$ cat src/rtl/pwm_aq_pkg.sv
package pwm_aq_pkg;

  localparam int CTL_W = 12;

  typedef enum logic [1:0] {
    ACT_KEEP = 2'b00,
    ACT_LOW  = 2'b01,
    ACT_HIGH = 2'b10,
    ACT_TOG  = 2'b11
  } aqAct_t;

  // strobes from event control to the output datapath
  typedef struct packed {
    logic       tick;
    logic       zero;
    logic       prd;
    logic [1:0] cmpHit;
    logic       reload;
  } aqStrobe_t;

  function automatic logic applyAct(input logic cur, input logic [1:0] act);
    case (aqAct_t'(act))
      ACT_LOW:  return 1'b0;
      ACT_HIGH: return 1'b1;
      ACT_TOG:  return ~cur;
      default:  return cur;
    endcase
  endfunction

endpackage

$ cat src/rtl/aq_event_ctrl.sv
module aq_event_ctrl
  import pwm_aq_pkg::*;
#(
  parameter int CNT_W = 16
) (
  input  logic             tick,
  input  logic [CNT_W-1:0] cntVal,
  input  logic             zeroEvt,
  input  logic             prdEvt,
  input  logic             countUp,
  input  logic [CNT_W-1:0] cmpValA,
  input  logic [CNT_W-1:0] cmpValB,
  input  logic [1:0]       reloadMode,
  output aqStrobe_t        strb
);

  localparam int NUM_CH = 2;

  logic [CNT_W-1:0] cmpVals [NUM_CH];
  logic [NUM_CH-1:0] hits;
  logic reloadPoint;

  assign cmpVals[0] = cmpValA;
  assign cmpVals[1] = cmpValB;

  for (genvar ch = 0; ch < NUM_CH; ch++) begin : g_cmp
    assign hits[ch] = countUp && (cntVal == cmpVals[ch]);
  end

  always_comb begin
    case (reloadMode)
      2'b00:   reloadPoint = zeroEvt;
      2'b01:   reloadPoint = prdEvt;
      2'b10:   reloadPoint = zeroEvt | prdEvt;
      default: reloadPoint = 1'b1;
    endcase
  end

  always_comb begin
    strb.tick   = tick;
    strb.zero   = tick & zeroEvt;
    strb.prd    = tick & prdEvt;
    strb.cmpHit = tick ? hits : '0;
    strb.reload = tick & reloadPoint;
  end

endmodule

$ cat src/rtl/aq_out_dpath.sv
module aq_out_dpath
  import pwm_aq_pkg::*;
#(
  parameter int NUM_CH = 2
) (
  input  logic                    clk,
  input  logic                    rst_n,
  input  aqStrobe_t               strb,
  input  logic [NUM_CH*CTL_W-1:0] ctlWords,
  input  logic [2*NUM_CH-1:0]     forceShadow,
  output logic [NUM_CH-1:0]       pwmOut
);

  for (genvar ch = 0; ch < NUM_CH; ch++) begin : g_ch
    localparam int CMP_LSB = 4 + 4 * ch;

    logic [CTL_W-1:0] ctl;
    logic [1:0] forceReg, nextForce, evAct;
    logic outReg, evLevel, isForced;

    assign ctl = ctlWords[ch*CTL_W +: CTL_W];
    assign nextForce = strb.reload ? forceShadow[2*ch +: 2] : forceReg;
    assign isForced = (nextForce == 2'b01) || (nextForce == 2'b10);

    always_comb begin
      if (strb.cmpHit[ch])  evAct = ctl[CMP_LSB +: 2];
      else if (strb.prd)    evAct = ctl[3:2];
      else if (strb.zero)   evAct = ctl[1:0];
      else                  evAct = ACT_KEEP;
    end

    assign evLevel = applyAct(outReg, evAct);

    always_ff @(posedge clk) begin
      if (!rst_n) begin
        forceReg <= 2'b00;
        outReg   <= 1'b0;
      end else if (strb.tick) begin
        forceReg <= nextForce;
        outReg   <= isForced ? nextForce[1] : evLevel;
      end
    end

    assign pwmOut[ch] = outReg;
  end

endmodule

$ cat src/rtl/pwm_action_qual.sv
module pwm_action_qual
  import pwm_aq_pkg::*;
#(
  parameter int CNT_W = 16
) (
  input  logic             clk,
  input  logic             rst_n,
  input  logic             tick,
  input  logic [CNT_W-1:0] cntVal,
  input  logic             zeroEvt,
  input  logic             prdEvt,
  input  logic             countUp,
  input  logic [CNT_W-1:0] cmpValA,
  input  logic [CNT_W-1:0] cmpValB,
  input  logic [11:0]      ctlA,
  input  logic [11:0]      ctlB,
  input  logic [3:0]       forceWord,
  input  logic [1:0]       reloadMode,
  output logic             pwmA,
  output logic             pwmB
);

  aqStrobe_t strb;
  logic [1:0] pwmOut;

  aq_event_ctrl #(.CNT_W(CNT_W)) i_ctrl (
    .tick(tick), .cntVal(cntVal), .zeroEvt(zeroEvt), .prdEvt(prdEvt),
    .countUp(countUp), .cmpValA(cmpValA), .cmpValB(cmpValB),
    .reloadMode(reloadMode), .strb(strb)
  );

  aq_out_dpath #(.NUM_CH(2)) i_dpath (
    .clk(clk), .rst_n(rst_n), .strb(strb),
    .ctlWords({ctlB, ctlA}), .forceShadow(forceWord), .pwmOut(pwmOut)
  );

  assign pwmA = pwmOut[0];
  assign pwmB = pwmOut[1];

endmodule

$ cat config.mk
export PLATFORM = sky130hd
export DESIGN_NAME = pwm_action_qual
export DESIGN_NICKNAME = d
export VERILOG_FILES = /design/src/rtl/pwm_aq_pkg.sv /design/src/rtl/aq_event_ctrl.sv /design/src/rtl/aq_out_dpath.sv /design/src/rtl/pwm_action_qual.sv
export SDC_FILE = /design/constraint.sdc
export NUM_CORES = 1
export LEC_CHECK = 0
export ABC_CLOCK_PERIOD_IN_PS = 2220
export BUFFER_PORTS_ARGS = -buffer_cell sky130_fd_sc_hd__buf_2
export CAP_MARGIN = 20
export CORE_ASPECT_RATIO = 0.9
export CORE_UTILIZATION = 33
export CTS_CLUSTER_DIAMETER = 150
export DETAILED_ROUTE_END_ITERATION = 7
export GPL_ROUTABILITY_DRIVEN = 0
export GPL_TIMING_DRIVEN = 0
export PLACE_DENSITY = 0.77
export SYNTH_ARGS = -nofsm -noshare
export SYNTH_HDL_FRONTEND = slang
export SYNTH_HIERARCHICAL = 1
export SYNTH_SLANG_ARGS = --single-unit
$ cat constraint.sdc
create_clock -name clk -period 2.22 [get_ports clk]
set_clock_uncertainty 0.15 [all_clocks]
set_input_delay 0.111 -clock clk [delete_from_list [all_inputs] [get_ports clk]]
set_output_delay 0.111 -clock clk [all_outputs]
set_load 0.02 [all_outputs]
-- Word-level counts from Yosys, hierarchy flattened
Index checks and enable logic that the tools add are counted.
W data, S select, Z words.
- equality and inequality tests: 14
- bitwise gates (word level): 6
- reductions and logical operators: 9
- mux-type cells: 14
- operator list (operator ; count):
    $eq A16 B16 Y1 ; 2
    $mux W2 ; 9
    $eq A2 B2 Y1 const B ; 7
    $eq A2 B1 Y1 const B ; 5
    $pmux W1 S3 ; 3
    $reduce_bool A4 Y1 ; 2
    $reduce_and A2 Y1 ; 2
    $and A1 B1 Y1 ; 3
    $logic_and A1 B1 Y1 ; 2
    $logic_not A2 Y1 ; 1
    $logic_or A1 B1 Y1 ; 2
    $mux W1 ; 2
    $not A1 Y1 ; 2
    $or A1 B1 Y1 ; 1
- register bits: 6
- output and inout port bits: 2
- input bits: 84
- word-level logic and storage cells: 47

-- Logic depth before layout (Yosys ltp)
- word-level depth: 8
- mapped depth: 11
- mapped depth without buffers: 11

-- Hierarchy
Netlist, hierarchy kept.
- modules (own cells, without submodules) (module ; area an instance (µm²) ; cells each ; instances ; sequential area each (µm²)):
    aq_out_dpath ; 470.5 ; 59 ; 1 ; 120.1
    aq_event_ctrl ; 411.6 ; 51 ; 1 ; 0.0

-- Least setup slack after synthesis
Ideal clock, no wire load.
- path type: input port to flip-flop
- from: input port cntVal[12]
- to: register i_dpath.g_ch[1].outReg
- arrival time: 1961 ps
- data required time: 2004 ps
- cell stages on the path: 10
- library setup time: 66 ps
- path buffers: 0
- setup slack: 43 ps
- cell sequence: xor2_1 nor4_1 nand4_1 nor4_2 o21ai_0 ha_1 o21ai_0 nor3_1 a211o_1 a21oi_2
- RTL lines (what ; line ; source):
    from (decl) ; pwm_action_qual.sv:9 ; input logic [CNT_W-1:0] cntVal,
    to (signal assigned) ; aq_out_dpath.sv:40 ; outReg <= isForced ? nextForce[1] : evLevel;
    to (decl) ; aq_out_dpath.sv:19 ; logic outReg, evLevel, isForced;

==> summary.md <==
| Metric | Value |
|---|---|
| Vias per inst | 4.92 |
| WHS Endpoint | i_dpath/g_ch[1].forceReg[0] |
| DRC viols | 0 |
| Reg2Reg Capture Point | i_dpath/g_ch[1].outReg |
| Worst EP arrival | roughly 2100 ps |
| Placed Instances | 211 |
| Fin nets | 276 |
| Post-Layout Cell Count | around 220 |
| Die area | between 2000 and 3000 µm² |
| Tot GR Track Use | ~17% |
| Power density over the cells | about 330 nW/µm² |
| Clock buffer depth | 2 |
| Delay-heaviest family, CP | simple AND/OR/NAND/NOR gates |
| Worst-path fanout max | 4 |
| Yosys cell types | 32 |
| Cts hold-fix bufs | 0 |
| Clk slew on worst S/H paths | about 50 ps |
| Hold Crit Depth | 3 |
| Antenna viol nets, final | 0 |
| Worst setup margin | 118 ps |
| Met3 usage | 4.56% |
| Hold Path Class | in2reg |
| Startpoint Class | primary input |
| Number of global-route vias before repair | about 1,000 |
| Diodes inserted | 0 |
| Min-delay src | forceWord[2] |
| CTS Sinks | 6 |
| Max VDD drop | 335 µV |
| Gr busiest metal | met2 |
| FMAX | between 0.4 and 0.5 GHz |
| Fraction of layout cells with a size suffix above 1 | 47.9% |
| Clock Latency Late Sink | about 250 ps |
| Largest net degree at the start of global routing | 11 |
| Max-slew headroom | between 70 and 80% |
| Final Critical Period | between 2000 and 2500 ps |
| MaxCap Viol Count | 0 |
| Final wirelength | 2590 µm |
| Die width | between 50 and 60 µm |
| Post-synthesis cell count | 110 |
| TritonRoute pass-1 iters | 4 |
| Synth Register Bits | 6 |
| Total Power | roughly 0.00046 W |
| Syn Nets | ~200 |
| Die height | between 50 and 60 µm |
| TritonCTS Buffers | 3 |
| Num rows | 17 |
| HPWL after detailed placement | 2160 µm |
| Initial DRC Count | 13 |
| CTS root buf | clkbuf_4 |
| Filler Cells Inserted | between 200 and 250 |
| Period utilization | between 90% and 100% |
| Reg2reg path depth | 4 |
| YS warnings | 6 |
| Place WS | -250 ps |
| PortBufs | between 70 and 80 |
| Mapped cell area | ~880 µm² |
| Grt total ovfl | 0 |
| Leakage | 0.663 nW |
| Hold Fails Final Rpt | 0 |
| Crit path kind | in2reg |
| GR met2 Demand/Resource | around a third |
| Met1 GRT Util | 20.5% |
| I/O pins | 86 |
| CP Cell Sequence | buf_6, xor2_2, nor4_2, nand4_1, nor4_4, nand2_1, o21ai_2, ha_1, o21ai_1, nor3_1, a211o_1, a21oi_2 |
| Wire per inst | ~12 µm |
| Crit. End Element | flip-flop |
| Least-Margin Pin Slew | approximately 420 ps |
| Register area share after synthesis | between 10% and 20% |
| Endpoints failing setup | 0 |
| DR vias | 1,062 |
| Crit Reg-Reg Startpoint | i_dpath/g_ch[1].forceReg[0] |
| Area grow syn2layout | 57.0% |
| Syn_area_per_cell | approximately 8 µm² |
| CP startpoint | cmpValB[3] |
| RSZ-0062 raised after global routing | yes |
| First-pass GRT wire length | roughly 4000 µm |
| Status | finished clean |
| Final Max Slew Viols | 0 |
| Data required time of the worst path | between 2000 and 2500 ps |
| TritonCTS clock tree | done |
| Buf/Inv on CP | 1 |
| CP max-delay cell | nor4_4 |
| Core ar. | about 2500 µm² |
| H-tree Lvls | 1 |
| Reg2Reg Setup Slack | approximately 930 ps |
| Initial antenna violation count | 0 |
| Max incr delay on CP | between 200 and 300 ps |
| Starting Density | between 30% and 40% |
-- routing by layer --
layer  part of all wire (%)  vias up  wire [µm]
met2                     55       30       1420
met3                    4.2        2        110
met4                   0.50        0         13
met5                      0        -          0
li1                       -      552          -
met1                     40      478       1050
-- layout by cell type (no fill, tap or decap) --
cell      netlist  layout
a211o_1         2       2
a21boi_0        2       2
a21oi_1         3       3
a21oi_2         1       1
a221oi_1        1       1
a22oi_1         2       2
a31oi_1         1       1
and2_1          2       2
buf_2           0      68
buf_4           3       6
buf_6           1       5
clkbuf_1        1       1
clkbuf_4        0       3
dfxtp_1         6       6
ha_1            2       2
inv_1           6       6
mux2i_1         3       3
nand2_1         8       8
nand3_1         5       5
nand3b_1        2       2
nand4_1         6       6
nor2b_1         2       2
nor3_1          2       2
nor3b_1         2       2
nor4_1          2       1
nor4_2          2       2
nor4_4          0       1
o2111a_1        1       1
o211a_1         2       2
o21ai_0         4       1
o21ai_1         0       1
o21ai_2         0       2
o311a_1         1       1
o31ai_1         2       2
o32ai_1         1       1
xnor2_1        24      24
xor2_1          8       6
xor2_2          0       2
-- timing repair --
item	4_1_cts	5_1_grt
setup buffers	0	2
resized for setup	0	15
endpoints found under the setup margin	0	1
-- state kept, by name, summed over array words and instances, names as in the netlist --
register	flops
i_dpath/g_ch.forceReg	4
i_dpath/g_ch.outReg	2
-- tightest hold or removal path: stages --
cell and delay [ps]:
buf_2 110, nand3_1 70, a21boi_0 70
-- power by group --
part	switching (W)	internal (W)	leakage, nW
registers	0.00000603	0.000116	0.0493
logic	0.000102	0.000131	0.600
clock network	0.0000408	0.0000612	0.0138
-- cell families after synthesis --
logic type / synth area share [%]
XOR/XNOR: 31.8
adder cells (fa/ha/maj): 2.84
AND/OR/NAND/NOR: 22.1
flip-flops: 13.6
buffers and inverters: 6.81
multiplexers: 3.40
AO/OA/AOI/OAI: 19.4
-- cell usage after synthesis --
| library cell | number | area (µm²) |
|---|---|---|
| o21ai_0 | 4 | 20.0 |
| nand3_1 | 5 | 25.0 |
| a21oi_1 | 3 | 15.0 |
| and2_1 | 2 | 12.5 |
| a221oi_1 | 1 | 8.76 |
| nand4_1 | 6 | 37.5 |
| o2111a_1 | 1 | 11.3 |
| o31ai_1 | 2 | 15.0 |
| a21oi_2 | 1 | 8.76 |
| mux2i_1 | 3 | 30.0 |
| dfxtp_1 | 6 | 120 |
| a21boi_0 | 2 | 15.0 |
| nand3b_1 | 2 | 15.0 |
| a31oi_1 | 1 | 6.26 |
| xnor2_1 | 24 | 210 |
| a22oi_1 | 2 | 15.0 |
| nor2b_1 | 2 | 12.5 |
| nor3b_1 | 2 | 15.0 |
| buf_6 | 1 | 11.3 |
| a211o_1 | 2 | 17.5 |
| o311a_1 | 1 | 10.0 |
| xor2_1 | 8 | 70.1 |
| nor3_1 | 2 | 10.0 |
| inv_1 | 6 | 22.5 |
| clkbuf_1 | 1 | 3.75 |
| nor4_1 | 2 | 12.5 |
| buf_4 | 3 | 22.5 |
| nand2_1 | 8 | 30.0 |
| nor4_2 | 2 | 25.0 |
| o211a_1 | 2 | 20.0 |
| ha_1 | 2 | 25.0 |
| o32ai_1 | 1 | 8.76 |
-- metrics by stage --
step                      setup TNS, ps  hold slack, ps  utilization (%)  cell area (µm²)
after floorplan                       0             109                -              882
after global placement             -243             265             51.5             1280
after detailed placement           -250             268             51.5             1280
after CTS                             0            8.07             52.4             1310
after global routing              -46.5            9.59             55.7             1390
final                                 0            6.37             55.7             1390
-- worst max-delay path by stage --
stage | endpoint | slack, ps | cells past startpoint
after floorplan | i_dpath/g_ch[1].outReg | 40 | 10
after global placement | i_dpath/g_ch[1].outReg | -240 | 11
after detailed placement | i_dpath/g_ch[1].outReg | -250 | 11
after CTS | i_dpath/g_ch[1].outReg | 2 | 11
after global routing | i_dpath/g_ch[1].outReg | -50 | 12
final | i_dpath/g_ch[1].outReg | 120 | 12
-- layout make-up --
cell class / instances / area [µm²] / area share, %
Sequential cell: 6 / 120 / 8.67
Timing Repair Buffer: 75 / 408 / 29.4
Multi-Input combinational cell: 93 / 739 / 53.4
Inverter: 6 / 22.5 / 1.63
Tap cell: 28 / 35.0 / 2.53
Buffer: 5 / 37.5 / 2.71
Clock buffer: 3 / 22.5 / 1.63
Power figures use the tool's default switching activity.
